--- config.mk ---
export PLATFORM = sky130hd
export DESIGN_NAME = mbx_irq_pair
export DESIGN_NICKNAME = d
export VERILOG_FILES = /design/src/rtl/mbx_pkg.sv /design/src/rtl/mbx_addr_match.sv /design/src/rtl/mbx_word.sv /design/src/rtl/mbx_flag.sv /design/src/rtl/mbx_irq_pair.sv
export SDC_FILE = /design/constraint.sdc
export NUM_CORES = 1
export LEC_CHECK = 0
export BUFFER_PORTS_ARGS = -buffer_cell sky130_fd_sc_hd__buf_2
export CORE_MARGIN = 8
export CORE_UTILIZATION = 43
export DETAILED_ROUTE_END_ITERATION = 8
export GPL_TIMING_DRIVEN = 0
export PLACE_DENSITY_LB_ADDON = 0.2
export SLEW_MARGIN = 20
export SYNTH_ARGS = -nofsm -noshare
export SYNTH_HDL_FRONTEND = slang
export SYNTH_SLANG_ARGS = --single-unit
--- constraint.sdc ---
create_clock -name clk -period 1.6 [get_ports clk]
set_input_delay 0.16 -clock clk [delete_from_list [all_inputs] [get_ports clk]]
set_output_delay 0.16 -clock clk [all_outputs]
set_load 0.05 [all_outputs]
--- src/rtl/mbx_pkg.sv ---
package mbx_pkg;
   localparam int unsigned MBX_PORTS = 2;

   // index of the port on the far side
   function automatic int unsigned peer_of(input int unsigned p);
      return MBX_PORTS - 1 - p;
   endfunction

   // distance of a port's mailbox below the top address
   function automatic int unsigned slot_from_top(input int unsigned p);
      return MBX_PORTS - 1 - p;
   endfunction
endpackage

--- src/rtl/mbx_addr_match.sv ---
module mbx_addr_match #(
   parameter int unsigned         ADDR_W = 14,
   parameter logic [ADDR_W-1:0]   TARGET = '1
) (
   input  logic [ADDR_W-1:0] addr_i,
   output logic              hit_o
);
   assign hit_o = (addr_i == TARGET);
endmodule

--- src/rtl/mbx_word.sv ---
module mbx_word #(
   parameter int unsigned DATA_W = 16
) (
   input  logic              clk,
   input  logic              rst_n,
   input  logic              own_we_i,
   input  logic [DATA_W-1:0] own_d_i,
   input  logic              peer_we_i,
   input  logic [DATA_W-1:0] peer_d_i,
   output logic [DATA_W-1:0] q_o
);
   // the sender's message wins a same-cycle collision
   always_ff @(posedge clk or negedge rst_n) begin
      if (!rst_n)          q_o <= '0;
      else if (peer_we_i)  q_o <= peer_d_i;
      else if (own_we_i)   q_o <= own_d_i;
   end
endmodule

--- src/rtl/mbx_flag.sv ---
module mbx_flag (
   input  logic clk,
   input  logic rst_n,
   input  logic set_i,
   input  logic clr_i,
   output logic flag_o
);
   always_ff @(posedge clk or negedge rst_n) begin
      if (!rst_n)      flag_o <= 1'b0;
      else if (set_i)  flag_o <= 1'b1;
      else if (clr_i)  flag_o <= 1'b0;
   end
endmodule

--- src/rtl/mbx_irq_pair.sv ---
module mbx_irq_pair
   import mbx_pkg::*;
#(
   parameter int unsigned ADDR_W = 14,
   parameter int unsigned DATA_W = 16
) (
   input  logic              clk,
   input  logic              rst_n,
   input  logic [ADDR_W-1:0] p0_addr,
   input  logic              p0_wr,
   input  logic              p0_rd,
   input  logic              p0_busy,
   input  logic [DATA_W-1:0] p0_wdata,
   output logic [DATA_W-1:0] p0_rdata,
   output logic              p0_irq,
   input  logic [ADDR_W-1:0] p1_addr,
   input  logic              p1_wr,
   input  logic              p1_rd,
   input  logic              p1_busy,
   input  logic [DATA_W-1:0] p1_wdata,
   output logic [DATA_W-1:0] p1_rdata,
   output logic              p1_irq
);
   localparam int unsigned       NP       = MBX_PORTS;
   localparam logic [ADDR_W-1:0] TOP_ADDR = '1;

   if (ADDR_W < 2) begin : g_bad_addr_w
      $error("mbx_irq_pair: ADDR_W must be at least 2");
   end
   if (DATA_W < 1) begin : g_bad_data_w
      $error("mbx_irq_pair: DATA_W must be at least 1");
   end

   logic [ADDR_W-1:0] addr   [NP];
   logic [DATA_W-1:0] wdata  [NP];
   logic [DATA_W-1:0] rdata  [NP];
   logic [DATA_W-1:0] word_q [NP];
   logic [NP-1:0]     wr, rd, busy, irq;
   logic [NP*NP-1:0]  hit;     // hit[p*NP+m]: port p addresses mailbox m

   assign addr[0]  = p0_addr;
   assign addr[1]  = p1_addr;
   assign wdata[0] = p0_wdata;
   assign wdata[1] = p1_wdata;
   assign wr       = {p1_wr, p0_wr};
   assign rd       = {p1_rd, p0_rd};
   assign busy     = {p1_busy, p0_busy};
   assign p0_rdata = rdata[0];
   assign p1_rdata = rdata[1];
   assign p0_irq   = irq[0];
   assign p1_irq   = irq[1];

   // address decode: every port against every mailbox
   for (genvar p = 0; p < NP; p++) begin : g_port
      for (genvar m = 0; m < NP; m++) begin : g_slot
         mbx_addr_match #(
            .ADDR_W (ADDR_W),
            .TARGET (TOP_ADDR - ADDR_W'(slot_from_top(m)))
         ) u_match (
            .addr_i (addr[p]),
            .hit_o  (hit[p*NP+m])
         );
      end

      logic [DATA_W-1:0] sel;
      always_comb begin
         sel = '0;
         for (int m = 0; m < NP; m++) begin
            if (hit[p*NP+m]) sel = word_q[m];
         end
      end
      assign rdata[p] = sel;
   end

   // one stored word and one interrupt flag per mailbox owner
   for (genvar m = 0; m < NP; m++) begin : g_mbx
      localparam int unsigned PEER = peer_of(m);
      logic own_we, peer_we, set_req, clr_req;

      assign own_we  = wr[m]    & hit[m*NP+m];
      assign peer_we = wr[PEER] & hit[PEER*NP+m];
      assign set_req = peer_we  & ~busy[PEER];
      assign clr_req = rd[m] & hit[m*NP+m] & ~busy[m];

      mbx_word #(.DATA_W(DATA_W)) u_word (
         .clk       (clk),
         .rst_n     (rst_n),
         .own_we_i  (own_we),
         .own_d_i   (wdata[m]),
         .peer_we_i (peer_we),
         .peer_d_i  (wdata[PEER]),
         .q_o       (word_q[m])
      );

      mbx_flag u_flag (
         .clk    (clk),
         .rst_n  (rst_n),
         .set_i  (set_req),
         .clr_i  (clr_req),
         .flag_o (irq[m])
      );
   end
endmodule

# After elaboration in Yosys (flattened, before gate mapping)
# Index checks and enable logic that the tools add are counted.
# Widths: inputs -> output; s select.
# totals
regBits	34
inputBits	68
out_inout_bits	34
word_cells	36
# op_classes
mux	12
eq_ne	4
n_reduce_logical	4
bitwise	12
# ops
cell	n
$mux 16	8
$eq 14x14->1 const B	4
$and 1x1->1	10
$reduce_bool 2->1	4
$mux 1	4
$not 1->1	2

# Depth between registers and ports, before layout
# depth
depth_word	5
ltp_mapped	6
depth_no_buf	4

# Modules after synthesis
# A second synthesis with hierarchy kept.
# hier_totals
cells_unflattened	251
area_unflattened_um2	2199.6
# modules_own_cells
module	seq_area_each_um2	area_each_um2	cells_each	instances
mbx_word	400.4	744.5	69	2
mbx_irq_pair	0.0	493.0	87	1
mbx_addr_match (g_port[0].g_slot[0].u_match ...)	0.0	37.5	5	2
mbx_flag	25.0	36.3	3	2
mbx_addr_match (g_port[0].g_slot[1].u_match ...)	0.0	35.0	5	2

# Worst setup path after synthesis
# No wires, ideal clock.
# synth_timing
kind	input to output
startpoint	input p1_addr[5]
endpoint	output p1_rdata[10]
path_slack_ns	-0.313
t_required_ns	1.440
arrival_time_ns	1.753
stages	6
path_cell_list	nand4_1 nor4_2 and2_1 clkbuf_1 clkbuf_1 a22o_1
# synth_between
elab_chain_cells	3
elab_cells_between_ends	4
cone_classes	eq/ne: 2; mux: 2
# synth_lines
element	line_no	text
start, declared	mbx_irq_pair.sv:16	input logic [ADDR_W-1:0] p1_addr,
$eq 14x14->1	mbx_addr_match.sv:8	assign hit_o = (addr_i == TARGET);
$mux 16	mbx_irq_pair.sv:69	if (hit[p*NP+m]) sel = word_q[m];
$mux 16 *	mbx_irq_pair.sv:69	
end, declared	mbx_irq_pair.sv:21	output logic [DATA_W-1:0] p1_rdata,
# Mark *: on every way between the ends. The rest lies on a longest branch, timed or not.

# Final worst setup path
# layout_timing
startpoint	input p0_addr[9]
endpoint	register g_mbx[0].u_word.q_o[2]
# layout_between
elab_chain_cells	3
# layout_lines
element	line_no	text
start, declared	mbx_irq_pair.sv:9	input logic [ADDR_W-1:0] p0_addr,
$eq 14x14->1	mbx_addr_match.sv:8	
$and 1x1->1	mbx_irq_pair.sv:80	assign own_we = wr[m] & hit[m*NP+m];
$reduce_bool 2->1 (no source line)	--	
end signal, assigned	mbx_word.sv:15	else if (peer_we_i) q_o <= peer_d_i;
end signal, assigned	mbx_word.sv:16	else if (own_we_i) q_o <= own_d_i;
end, declared	mbx_word.sv:10	output logic [DATA_W-1:0] q_o
# Every way passes these cells.
# A chain may end at the register's enable or synchronous reset.

==> impl.org <==
** Die
- The region available for standard cell placement spans slightly above 5000 µm².
- Die ar. :: around 7700 µm²
- Height of the chip :: 87.9 µm
- For this design the top-level I/O count stands at 102.
- Effective utilization at floorplan :: 44.1%
- The die is approximately 88 µm wide.
- Row cnt :: 26

** Yosys
- Share of synthesized area spent on multiplexers :: 37.5%
- After synthesis, the largest family of logic cells by area is multiplexers.
- In this run the mean area of a mapped cell was roughly 13 µm².
- The number of different library cells used by synthesis comes to 23.
- Summed over all instances, the cell type with the most area after synthesis is sky130_fd_sc_hd__dfrtp_1.
- Top area cells in the synthesized netlist :: sky130_fd_sc_hd__dfrtp_1, sky130_fd_sc_hd__mux2_4, sky130_fd_sc_hd__mux2_2
- Main flop type after synthesis :: sky130_fd_sc_hd__dfrtp_1
- Of the total synthesized cell area, the portion taken by AND, OR, NAND and NOR gates is 6.69%.
- The synthesized netlist devotes between 10% and 20% of its cell area to compound gates.
- Commonest cells post-synth :: sky130_fd_sc_hd__dfrtp_1, sky130_fd_sc_hd__mux2_2, sky130_fd_sc_hd__a22o_1, sky130_fd_sc_hd__mux2_4, sky130_fd_sc_hd__clkbuf_1
- Ys async rst share :: 100%
- Flip-flop and latch count after synthesis :: 34
- Summing the areas of all xor and xnor instances in the mapped netlist gives 0% of the synthesized area.
- When the netlist entered floorplanning its net count stood at about 240.
- Register area share after synthesis :: a little under two fifths
- Area share of fa/ha/maj cells after synthesis :: 0%
- Number of enable flip-flop cells after synthesis :: 0
- Synth Warn # :: 0
- Summed over its instances, the top area cell type makes up about two fifths of the synthesized netlist area.
- Synthesized instance count :: 170
- The cell area that synthesis handed to floorplanning was ~2200 µm².

** Clock tree
- The later pin in the worst-skew pair is clocked with a latency of ~0.28 ns.
- Buffers inserted during clock tree synthesis total 5.
- Clock Root Buffer :: sky130_fd_sc_hd__clkbuf_8
- In this run the number of H-tree levels came out at 2.
- Clock sinks :: 34
- TritonCTS built the clock tree.
- No sink is reached through more buffers than the 2 on the longest clock path.
- Clock transition at the registers of the reported paths :: 0.07 ns

** Pwr
- Leakage power figure :: 2.01 nW
- Total power for the finished layout comes to between 1.5 and 2 mW.
- For this design the ratio of total power to cell area is around 450 nW/µm².
- VDD sags by at most 0.000286 V.

** Setup path
- Nature of the critical path startpoint :: input pin
- CP Buf/Inv Count :: 3
- Arrival @ worst endpoint :: 1.84 ns
- Register-to-register setup slack :: 0.54 ns
- Top cell by count, worst path :: sky130_fd_sc_hd__mux2_2
- For this run, the slowest stage of the critical path takes 0.58 ns.
- For this design, the slowest cell found on the critical path is sky130_fd_sc_hd__or4_1.
- In this run the worst path has a maximum fanout of 6.
- Traced cell by cell, the critical path runs through buf_2, nand4_1, or4_1, buf_6, buf_4, mux2_2, mux2_2.
- Worst setup path category :: in -> reg
- Setup crit end kind :: register
- Data required time at the worst endpoint :: about 1.8 ns
- Cell type group with the largest total delay on the critical path :: simple AND/OR/NAND/NOR gates

** Final layout
- Ratio of cells with drive above 1 in the final layout :: 79.6%
- Layout net count :: approximately 360
- Synthesis-to-finish area growth :: 66.3%
- Final non-filler cell total :: ~360
- Count of antenna diodes in the layout :: 0

** Place
- Final GP Congestion :: roughly 0.74
- Buffers placed on the I/O ports in this run total around 100.
- Final HPWL DP :: 4830 µm
- Worst slack, placed :: -0.705 ns
- The number of placed instances, taps included, is ~340.

** Drt
- Per-cell routed wire length :: 20.2 µm
- Ratio of routed vias to standard cells :: 5.44
- Summed over all layers, the routed wires come to between 7000 and 8000 µm.
- Routed via count :: just under 2k
- First DRT Iteration DRCs :: 37
- After detailed routing, the number of remaining DRC violations is 0.
- 1st-pass router iterations :: 5
- The count of nets left with antenna violations once routing finished came out at 0.

** GRT
- GRT Resource Usage Total :: roughly a fifth
- The first global-routing pass estimated 11200 µm of wire.
- Remaining global-route overflow :: 0
- Via count of the first global-routing pass :: 2265
- Largest net degree at the start of global routing :: 35
- Number of antenna violations at the first check in global routing :: 0

** STA
- Setup repair after global routing could not meet its margin everywhere.
- After layout, the worst path uses 104% of the clock period.
- Headroom to the max-slew limit came out at 46.9%.
- Setup violations remaining at the end of the flow were counted as 40.
- Min setup slack post-route :: -0.0686 ns
- Clock skew :: 0 ns
- Post-layout minimum cycle time :: roughly 1.7 ns
- Tightest Pin Transition :: roughly 0.80 ns
- The number of max-slew violations in the final report came to 0.
- Summed over all failing endpoints, the final setup total negative slack is -1.87 ns.
- For this run, the top clock speed supported by timing is between 500 and 600 MHz.
- Number of endpoints with negative hold slack in the final report :: 0

** Run
- Across the run, the number of max-cap violations was 0.

** Run status
- Failing checks :: setup timing
- The run finished, with violations left.

** Hold path
- The worst hold path belongs to the class in -> reg.
final timing paths:
kind	startpoint	endpoint	depth (start not counted)
setup / recovery	p0_addr[9]	g_mbx[0].u_word.q_o[2]$_DFFE_PN0P_	7
hold / removal	p1_busy	g_mbx[0].u_flag.flag_o$_DFFE_PN0P_	2
setup reg to reg	g_mbx[1].u_word.q_o[11]$_DFFE_PN0P_	g_mbx[1].u_word.q_o[11]$_DFFE_PN0P_	2
hold reg to reg	g_mbx[1].u_flag.flag_o$_DFFE_PN0P_	g_mbx[1].u_flag.flag_o$_DFFE_PN0P_	2
max in group asynchronous	rst_n	g_mbx[0].u_word.q_o[2]$_DFFE_PN0P_	2
min in group asynchronous	rst_n	g_mbx[0].u_word.q_o[10]$_DFFE_PN0P_	2
registers in the layout, summed over array words and instances (netlist names):
name,cells
g_mbx.u_word.q_o,32
g_mbx.u_flag.flag_o,2
where the power goes:
group	leakage [nW]	total [mW]	internal, mW	switching [mW]
Clock	0.0482	0.650	0.347	0.303
Combinational	1.50	0.155	0.0838	0.0707
Sequential	0.465	0.864	0.861	0.00222
through the flow:
| step | area [µm²] | hold WS [ns] | utilization (%) |
|---|---|---|---|
| after detailed placement | 3010 | 0.287 | 59.7 |
| after global routing | 3700 | 0.101 | 73.4 |
| final | 3700 | 0.106 | 73.4 |
| after CTS | 3600 | 0.0815 | 71.4 |
| after global placement | 3010 | 0.286 | 59.7 |
| after floorplan | 2420 | -0.136 | - |
cell usage in the layout (no fill, tap or decap), types with 2 or more instances in the layout:
| master | count |
|---|---|
| sky130_fd_sc_hd__buf_8 | 23 |
| sky130_fd_sc_hd__and2_4 | 2 |
| sky130_fd_sc_hd__a22o_1 | 6 |
| sky130_fd_sc_hd__nand2_1 | 2 |
| sky130_fd_sc_hd__buf_12 | 3 |
| sky130_fd_sc_hd__dfrtp_1 | 34 |
| sky130_fd_sc_hd__buf_2 | 60 |
| sky130_fd_sc_hd__nand4_1 | 5 |
| sky130_fd_sc_hd__buf_4 | 15 |
| sky130_fd_sc_hd__clkbuf_16 | 2 |
| sky130_fd_sc_hd__clkbuf_8 | 7 |
| sky130_fd_sc_hd__o22ai_1 | 2 |
| sky130_fd_sc_hd__buf_6 | 17 |
| sky130_fd_sc_hd__a22o_2 | 7 |
| sky130_fd_sc_hd__mux2_2 | 24 |
| sky130_fd_sc_hd__mux2_4 | 40 |
| sky130_fd_sc_hd__a22o_4 | 19 |
| sky130_fd_sc_hd__inv_1 | 2 |
cells by family (layout without fill, tap and decap cells):
logic type,after synthesis,after routing
flops,34,34
simple gates,22,22
mux,64,64
compound gates,34,34
buf+inv,16,135
layout make-up:
type | instances | area, µm²
fill | 327 | 1340
clock buffer | 7 | 86.3
timing repair buffer | 114 | 952
sequential | 34 | 851
tap | 70 | 87.6
buffer | 11 | 171
multi-input combinational | 120 | 1540
inverter | 2 | 7.51
clock inverter | 1 | 5.00
what timing repair did:
| action | in CTS | in global routing |
|---|---|---|
| pin swaps | 8 | 1 |
| gates resized for setup | 105 | 26 |
| hold buffers | 1 | 0 |
| endpoints found under the setup margin | 54 | 62 |
| hold endpoints to repair | 34 | 0 |
| gates cloned | 2 | 0 |
| buffers inserted | 8 | 2 |
worst register-to-register path: stages, from the launching register on:
cell	delay, ns
sky130_fd_sc_hd__dfrtp_1	0.42
sky130_fd_sc_hd__mux2_4	0.27
sky130_fd_sc_hd__mux2_4	0.25
routing by layer:
layer	GRT usage, %	wire, µm
met1	21.4	2920
met2	33.0	3700
met3	6.19	526
met4	6.41	92
met5	0	0
Note: power is estimated with default switching activity, not from simulation.
